==> src/rtl/rstseq_pkg.sv <==
package rstseq_pkg;

  typedef enum logic [2:0] {
    ST_SRC     = 3'd0,
    ST_SRC_END = 3'd1,
    ST_LOWPWR  = 3'd2,
    ST_OSC_UP  = 3'd3,
    ST_WD_RST  = 3'd4,
    ST_WD_END  = 3'd5,
    ST_RUN     = 3'd6
  } seq_st_t;

  typedef struct packed {
    logic sys;
    logic osc_pd;
    logic cpu;
    logic wd_clr;
  } seq_out_t;

  localparam int CAUSE_W = 3;
  localparam logic [CAUSE_W-1:0] CAUSE_POWER = 3'b001;
  localparam logic [CAUSE_W-1:0] CAUSE_PIN   = 3'b010;
  localparam logic [CAUSE_W-1:0] CAUSE_WDOG  = 3'b100;

  // True on the final cycle of a hold-off window of length len.
  function automatic logic holdoff_last(input int unsigned cnt, input int unsigned len);
    return (cnt + 1) == len;
  endfunction

  function automatic int unsigned holdoff_next(input int unsigned cnt);
    return cnt + 1;
  endfunction

  // Output pattern for each sequencer state.
  function automatic seq_out_t decode_outputs(input seq_st_t st);
    seq_out_t o;
    case (st)
      ST_SRC:     o = '{sys: 1'b1, osc_pd: 1'b1, cpu: 1'b1, wd_clr: 1'b1};
      ST_SRC_END: o = '{sys: 1'b1, osc_pd: 1'b1, cpu: 1'b1, wd_clr: 1'b1};
      ST_LOWPWR:  o = '{sys: 1'b0, osc_pd: 1'b1, cpu: 1'b1, wd_clr: 1'b0};
      ST_OSC_UP:  o = '{sys: 1'b0, osc_pd: 1'b0, cpu: 1'b1, wd_clr: 1'b0};
      ST_WD_RST:  o = '{sys: 1'b1, osc_pd: 1'b0, cpu: 1'b1, wd_clr: 1'b0};
      ST_WD_END:  o = '{sys: 1'b0, osc_pd: 1'b0, cpu: 1'b1, wd_clr: 1'b0};
      ST_RUN:     o = '{sys: 1'b0, osc_pd: 1'b0, cpu: 1'b0, wd_clr: 1'b0};
      default:    o = '{sys: 1'b1, osc_pd: 1'b1, cpu: 1'b1, wd_clr: 1'b1};
    endcase
    return o;
  endfunction

endpackage

==> src/rtl/rstseq_sync.sv <==
module rstseq_sync #(
  parameter int   STAGES  = 2,
  parameter logic RST_VAL = 1'b0
) (
  input  logic clk,
  input  logic arst,
  input  logic d,
  output logic q
);
  logic [STAGES-1:0] shreg;

  always_ff @(posedge clk or posedge arst) begin
    if (arst) shreg <= {STAGES{RST_VAL}};
    else      shreg <= {shreg[STAGES-2:0], d};
  end

  assign q = shreg[STAGES-1];

  initial begin
    stages_min_chk: assert (STAGES >= 2);
  end
endmodule

==> src/rtl/rstseq_fsm.sv <==
module rstseq_fsm
  import rstseq_pkg::*;
#(
  parameter int unsigned HOLDOFF = 2048
) (
  input  logic    clk,
  input  logic    arst,
  input  logic    src_act,
  input  logic    wd_pulse,
  input  logic    wd_lock,
  output seq_st_t st,
  output logic    src_entry,
  output logic    wd_entry
);
  localparam int CNT_W = (HOLDOFF > 2) ? $clog2(HOLDOFF) : 1;

  seq_st_t           st_d;
  logic [CNT_W-1:0]  cnt, cnt_d;
  logic              ho_last;

  assign ho_last   = holdoff_last(32'(cnt), HOLDOFF);
  assign src_entry = src_act && (st != ST_SRC);
  assign wd_entry  = !src_act && (st == ST_RUN) && wd_pulse && !wd_lock;

  always_comb begin
    st_d  = st;
    cnt_d = '0;
    if (src_act) begin
      st_d = ST_SRC;
    end else begin
      case (st)
        ST_SRC:     st_d = ST_SRC_END;
        ST_SRC_END: st_d = ST_LOWPWR;
        ST_LOWPWR: begin
          if (ho_last) st_d = ST_OSC_UP;
          else         cnt_d = CNT_W'(holdoff_next(32'(cnt)));
        end
        ST_OSC_UP:  st_d = ST_RUN;
        ST_RUN:     if (wd_entry) st_d = ST_WD_RST;
        ST_WD_RST:  st_d = ST_WD_END;
        ST_WD_END:  st_d = ST_RUN;
        default:    st_d = ST_SRC;
      endcase
    end
  end

  always_ff @(posedge clk or posedge arst) begin
    if (arst) begin
      st  <= ST_SRC;
      cnt <= '0;
    end else begin
      st  <= st_d;
      cnt <= cnt_d;
    end
  end


  cnt_bound_chk: assert property (@(posedge clk) disable iff (arst)
    32'(cnt) < HOLDOFF);


  wd_only_run_chk: assert property (@(posedge clk) disable iff (arst)
    (st == ST_LOWPWR && !src_act && !ho_last) |=> (st == ST_LOWPWR));
endmodule

==> src/rtl/rstseq_wdctl.sv <==
module rstseq_wdctl
  import rstseq_pkg::*;
(
  input  logic               clk,
  input  logic               arst,
  input  logic               wr_en,
  input  logic               wr_val,
  input  logic               pin_seq,
  input  logic               src_entry,
  input  logic               wd_entry,
  output logic               lock_o,
  output logic [CAUSE_W-1:0] cause_o
);
  always_ff @(posedge clk or posedge arst) begin
    if (arst)                  lock_o <= 1'b1;
    else if (pin_seq)          lock_o <= 1'b1;
    else if (wr_en && !wr_val) lock_o <= 1'b0;
  end

  always_ff @(posedge clk or posedge arst) begin
    if (arst)           cause_o <= CAUSE_POWER;
    else if (src_entry) cause_o <= CAUSE_PIN;
    else if (wd_entry)  cause_o <= CAUSE_WDOG;
  end


  lock_set_chk: assert property (@(posedge clk) disable iff (arst)
    $rose(lock_o) |-> $past(pin_seq));


  lock_write_one_chk: assert property (@(posedge clk) disable iff (arst)
    (wr_en && wr_val && !pin_seq) |=> $stable(lock_o));


  cause_onehot_chk: assert property (@(posedge clk) disable iff (arst)
    $countones(cause_o) == 1);
endmodule

==> src/rtl/rstseq_top.sv <==
module rstseq_top
  import rstseq_pkg::*;
#(
  parameter int unsigned HOLDOFF_CYC = 2048,
  parameter int          SYNC_STAGES = 2
) (
  input  logic               clk_lf_i,
  input  logic               por_coarse_i,
  input  logic               por_fine_i,
  input  logic               xres_i,
  input  logic               wdt_expire_i,
  input  logic               wdctl_wr_i,
  input  logic               wdctl_wdata_i,
  output logic               sys_rst_o,
  output logic               osc_pd_o,
  output logic               cpu_rst_o,
  output logic               wdt_clr_o,
  output logic               wd_lock_o,
  output logic [CAUSE_W-1:0] cause_o
);
  logic     por_any, por_s, xres_s, wdt_s, wdt_d;
  logic     src_act, wd_pulse, src_entry, wd_entry;
  seq_st_t  st;
  seq_out_t outs;

  assign por_any = por_coarse_i | por_fine_i;

  rstseq_sync #(.STAGES(SYNC_STAGES), .RST_VAL(1'b1)) u_por_sync (
    .clk(clk_lf_i), .arst(por_any), .d(1'b0), .q(por_s));

  rstseq_sync #(.STAGES(SYNC_STAGES), .RST_VAL(1'b0)) u_pin_sync (
    .clk(clk_lf_i), .arst(por_any), .d(xres_i), .q(xres_s));

  rstseq_sync #(.STAGES(SYNC_STAGES), .RST_VAL(1'b0)) u_wdt_sync (
    .clk(clk_lf_i), .arst(por_any), .d(wdt_expire_i), .q(wdt_s));

  always_ff @(posedge clk_lf_i or posedge por_any) begin
    if (por_any) wdt_d <= 1'b0;
    else         wdt_d <= wdt_s;
  end

  assign wd_pulse = wdt_s & ~wdt_d;
  assign src_act  = por_s | xres_s;

  rstseq_fsm #(.HOLDOFF(HOLDOFF_CYC)) u_fsm (
    .clk(clk_lf_i), .arst(por_any), .src_act(src_act), .wd_pulse(wd_pulse),
    .wd_lock(wd_lock_o), .st(st), .src_entry(src_entry), .wd_entry(wd_entry));

  rstseq_wdctl u_wdctl (
    .clk(clk_lf_i), .arst(por_any), .wr_en(wdctl_wr_i), .wr_val(wdctl_wdata_i),
    .pin_seq(st == ST_SRC), .src_entry(src_entry), .wd_entry(wd_entry),
    .lock_o(wd_lock_o), .cause_o(cause_o));

  assign outs      = decode_outputs(st);
  assign sys_rst_o = por_any | outs.sys;
  assign osc_pd_o  = por_any | outs.osc_pd;
  assign cpu_rst_o = por_any | outs.cpu;
  assign wdt_clr_o = por_any | outs.wd_clr;


  src_pd_chk: assert property (@(posedge clk_lf_i) disable iff (por_any)
    src_act |=> osc_pd_o);


  wdr_no_pd_chk: assert property (@(posedge clk_lf_i) disable iff (por_any)
    wd_entry |=> (sys_rst_o && !osc_pd_o && cpu_rst_o));


  wdr_short_chk: assert property (@(posedge clk_lf_i) disable iff (por_any)
    (sys_rst_o && !osc_pd_o && !src_act) |=> (!sys_rst_o && cpu_rst_o));


  wdr_no_clr_chk: assert property (@(posedge clk_lf_i) disable iff (por_any)
    (sys_rst_o && !osc_pd_o) |-> !wdt_clr_o);


  osc_up_order_chk: assert property (@(posedge clk_lf_i) disable iff (por_any)
    $fell(osc_pd_o) |-> (cpu_rst_o && !sys_rst_o));
endmodule

==> config.mk <==
export PLATFORM = sky130hd
export DESIGN_NAME = rstseq_top
export DESIGN_NICKNAME = d
export VERILOG_FILES = /design/src/rtl/rstseq_pkg.sv /design/src/rtl/rstseq_sync.sv /design/src/rtl/rstseq_fsm.sv /design/src/rtl/rstseq_wdctl.sv /design/src/rtl/rstseq_top.sv
export SDC_FILE = /design/constraint.sdc
export NUM_CORES = 1
export LEC_CHECK = 0
export BUFFER_PORTS_ARGS = -buffer_cell sky130_fd_sc_hd__buf_4
export CORE_UTILIZATION = 40
export CTS_CLUSTER_SIZE = 30
export DETAILED_ROUTE_END_ITERATION = 10
export RECOVER_POWER = 25
export SLEW_MARGIN = 20
export SYNTH_ARGS = -nofsm -noshare
export SYNTH_HDL_FRONTEND = slang
export SYNTH_HIERARCHICAL = 1
export SYNTH_SLANG_ARGS = --single-unit
==> constraint.sdc <==
create_clock -name clk_lf_i -period 2.4 [get_ports clk_lf_i]
set_clock_uncertainty 0.05 [all_clocks]
set_input_delay 0.48 -clock clk_lf_i [delete_from_list [all_inputs] [get_ports clk_lf_i]]
set_output_delay 0.48 -clock clk_lf_i [all_outputs]
set_load 0.05 [all_outputs]
; ---- Word-level counts from Yosys, hierarchy flattened
; Cells that the tools add are included.
[op_classes]
reduce_logical = 14
mux = 11
n_eq_ne = 9
add_sub_neg = 1
bitwise_logic = 8
[op_table]
columns = op, count
row1 = $mux 11, 3
row2 = $pmux 3 s6, 1
row3 = $pmux 4 s4, 1
row4 = $add 11x1->12 const B, 1
row5 = $eq 12x12->1 const B, 1
row6 = $mux 3, 4
row7 = $eq 3x3->1 const B, 3
row8 = $eq 3x2->1 const B, 2
row9 = $ne 3x1->1 const B, 2
row10 = $or 1x1->1, 6
row11 = $logic_and 1x1->1, 5
row12 = $reduce_bool 2->1, 2
row13 = $eq 3x1->1 const B, 1
row14 = $logic_not 1->1, 3
row15 = $logic_not 3->1, 1
row16 = $reduce_bool 3->1, 1
row17 = $mux 1, 2
row18 = $reduce_and 2->1, 1
row19 = $reduce_or 2->1, 1
row20 = $and 1x1->1, 1
row21 = $not 1->1, 1
[totals]
wordCells = 51
inputBits = 7
out_inout_bits = 8
reg_bits = 25

; ---- Depth between registers and ports, before layout
[logic_depth]
ltp_word = 8
mapped_depth = 6
depth_no_buf = 6

; ---- By module
; The synthesis kept the hierarchy.
[by_module_without_submodules]
columns = module, n_inst, area_each_um2, seq_area_each_um2, cells_each
row1 = rstseq_fsm, 1, 737.0, 350.3, 74
row2 = rstseq_wdctl, 1, 146.4, 102.6, 12
row3 = rstseq_top, 1, 117.6, 25.0, 16
row4 = rstseq_sync at u_pin_sync ..., 2, 53.8, 50.0, 3
row5 = rstseq_sync at u_por_sync, 1, 56.3, 52.6, 3

; ---- Worst setup path before layout
; No wires, ideal clock.
[synth_path]
kind = reg-to-output
start = reg u_fsm.st[2]
end = out osc_pd_o
path_slack_ns = 0.457
arrival_ns = 1.413
required_ns = 1.870
n_path_buf = 0
stages_incl_launch_ff = 3
cell_sequence = dfrtp_1 and3b_1 o21ai_1
[synth_between]
elab_chain_cells = 4
[synth_lines]
columns = item, line
row1 = "start, declared", rstseq_fsm.sv:11  ; output seq_st_t st,
row2 = "start signal, assigned", rstseq_fsm.sv:52  ; st <= st_d;
row3 = $eq 3x2->1 / $eq 3x3->1 (equally long branches), rstseq_pkg.sv:37  ; case (st)
row4 = $reduce_or 2->1 (no line), --
row5 = $pmux 4 s4 *, rstseq_pkg.sv:37
row6 = $or 1x1->1 *, rstseq_top.sv:56  ; assign osc_pd_o = por_any | outs.osc_pd;
row7 = "end, declared", rstseq_top.sv:15  ; output logic osc_pd_o,
; Every way passes the cells marked *; elsewhere a longest branch is shown, timed or not.

; ---- Worst setup path in the final report
; Same ends and word-level chain as after synthesis.

==> metrics.txt <==
Final TNS setup=0 ns; die area=0.00313 sq mm; flop2flop setup slack=0.54 ns; hold_buf cts=0; Post-synth top flop=dfrtp_1; WP data arrival=between 1.5 and 2 ns; synthesized flop and latch total=25; VDD IR max=approximately 0.43 mV; Final ANT Viol Nets=0; YS warnings=6; Lkg Pwr=0.572 nW; CTS tree=done; overall power consumption=0.676 mW; cell count after synthesis=approximately 110; setup bufs post-CTS=0; RD Place Congestion=roughly 0.73; cts repair resizes=0; max_cap viols=0; Yosys top cell area share=45.1%; clk sinks=25; Hold Crit Class=input port to async pin; Worst Path Required=1.87 ns; Nets=between 100 and 150; Max clock buf depth=2; clk_lat worst skew=0.32 ns; Cell Area, Synth=0.00116 sq mm; reg2reg start=u_pin_sync/shreg[1]$_DFF_PP0_; starting density of the core=42.2%; largest net degree at the start of global routing=17; initial drt markers=17; Pre-antenna DRT Iters=3; Rows=19; Avg Cell Area, Syn=10.5 sq um; Detailed Route WL=between 2000 and 2500 um; Max Fclk=484 MHz; top-level I/O count=15; post-synthesis cell type count=40; vias in the first global route=just under 900; synth cell count leaders=dfrtp_1 (21), inv_1 (10), nor2_1 (10), nand3_1 (6), nand2_1 (5); Hold Violations, Final=0; CTS Root Cell=clkbuf_4; top post-synthesis cells by area=dfrtp_1 (45%), dfstp_2 (9.0%), inv_1 (3.2%); final HPWL from detailed placement=~1600 um; RR Endpoint=u_wdctl/cause_o[1]$_DFFE_PP0P_; startpoint types=register; TritonCTS Buffers=3; core area=about 0.0028 sq mm; ys async rst share=100%; kind of critical path=register to output pin; total congestion overflow=0; DRC=0; fin crit share=86.1%; worst reg-to-reg path cell count=6; status=finished, final reports clean; most frequent cell after synthesis=dfrtp_1; gr usage total=roughly 15%; area delta synth->final=13.0%; post-synth top area cell=dfrtp_1; RSZ-0062 raised after global routing=false; Finish-stage setup viols=0; Worst Tran Pin Value=0.738 ns; Syn Nets=119; global-route wire length before repair=3810 um; critical path fanouts, max=15; I/O Buffers=14; Pwr per Cell Area=about 510 mW/mm^2; Slew headroom=50.3%; Crit. End Element=output pin; diodes inserted=0; Max Slew Vio Count=0; vias per std cell=5.50; sequential area share after synthesis=54.1%; vias=roughly 860; layout cells sized above 1=19.0%; Worst-path clk slew=0.15 ns; Die Span Y=56.0 um; DIE WIDTH=56.0 um; Routed wire per std cell=13.9 um; final critical path time including I/O delays and setup=2.07 ns; initial antenna violation count=0; Post-synth EDFFs=0; H-tree Lvls=1
where the power goes:
group | leakage [nW] | switching [mW] | internal, mW | total, mW
logic | 0.238 | 0.0235 | 0.0157 | 0.0393
registers | 0.320 | 0.00828 | 0.432 | 0.440
clock network | 0.0139 | 0.134 | 0.0636 | 0.197
total | 0.572 | 0.165 | 0.511 | 0.676
cell type report:
cell class	instances	area [sq um]
clock buffer	3	22.5
fill	282	1440
tap	31	38.8
sequential	25	631
timing repair buffer	14	105
clock inverter	1	7.51
multi-input combinational	73	474
inverter	10	37.5
sequential cells by signal, indices dropped and copies added (netlist names):
name and count:
u_wdctl/cause_o 3, u_wdt_sync/shreg 2, u_fsm/st 3, u_por_sync/shreg 2, wdt_d 1, u_fsm/cnt 11
u_pin_sync/shreg 2, u_wdctl/lock_o 1
cells in the final DEF, fill, tap and decap left out, types with 2 or more instances in the layout:
| master | instances |
|---|---|
| inv_1 | 10 |
| o21ai_1 | 2 |
| or3_1 | 2 |
| nand4b_1 | 2 |
| and3b_1 | 2 |
| or4_1 | 4 |
| clkbuf_4 | 6 |
| dfrtp_1 | 21 |
| nor3_1 | 2 |
| dfstp_2 | 4 |
| nor2_1 | 10 |
| buf_4 | 11 |
| o31ai_1 | 4 |
| a21oi_1 | 4 |
| a211oi_1 | 2 |
| nand2_1 | 5 |
| xor2_1 | 3 |
| nand3_1 | 6 |
| a21o_1 | 3 |
| o21ai_0 | 2 |
| a21boi_0 | 2 |
kinds of logic (layout without fill, tap and decap cells):
kind of cell	after synthesis	count (layout)	share of synthesized area, %
AOI/OAI and AO/OA	23	23	13.4
buffers and inverters	13	28	5.16
other	1	1	0.322
DFF	25	25	54.1
adders and majority gates	1	1	1.07
and+or+nand+nor	44	44	22.9
xor gates and xnor gates	4	4	3.01
worst max-delay path: stages (launching register included):
cell and delay, ns:
dfrtp_1 0.62, and3b_1 0.23, o21ai_1 0.14, buf_4 0.22
metal layers:
| layer | GRT usage (%) | part of all wire (%) | vias up |
|---|---|---|---|
| met5 | 0 | 0 | - |
| met2 | 27.7 | 53 | 5 |
| met3 | 2.09 | 1.4 | 2 |
| met1 | 18.1 | 45 | 428 |
| met4 | 5.92 | 0.60 | 0 |
| li1 | - | - | 428 |
worst max path at each step:
stage | start | endpoint | slack [ns] | depth (start not counted)
floorplan | u_fsm/st[2]$_DFFE_PP0P_ | osc_pd_o | 0.46 | 2
global placement | u_pin_sync/shreg[1]$_DFF_PP0_ | u_wdctl/cause_o[1]$_DFFE_PP0P_ | 0.64 | 6
detailed placement | u_pin_sync/shreg[1]$_DFF_PP0_ | u_wdctl/cause_o[1]$_DFFE_PP0P_ | 0.58 | 6
CTS | u_fsm/st[1]$_DFFE_PP0P_ | osc_pd_o | 0.34 | 3
global route | u_fsm/st[1]$_DFFE_PP0P_ | osc_pd_o | 0.18 | 3
finish | u_fsm/st[2]$_DFFE_PP0P_ | osc_pd_o | 0.33 | 3
stage by stage:
| stage | hold slack (ns) | area [sq um] | instances | worst slack, ns | util (%) |
|---|---|---|---|---|---|
| after global placement | 0.282 | 1290 | 153 | 0.636 | 46.6 |
| after global routing | 0.0899 | 1320 | 157 | 0.184 | 47.7 |
| final | 0.0676 | 1320 | 157 | 0.333 | 47.7 |
| after floorplan | 0.275 | 1160 | 111 | 0.457 | - |
| after detailed placement | 0.301 | 1290 | 153 | 0.577 | 46.6 |
| after CTS | 0.0502 | 1320 | 157 | 0.345 | 47.7 |
(Power assumes the default switching activity.)
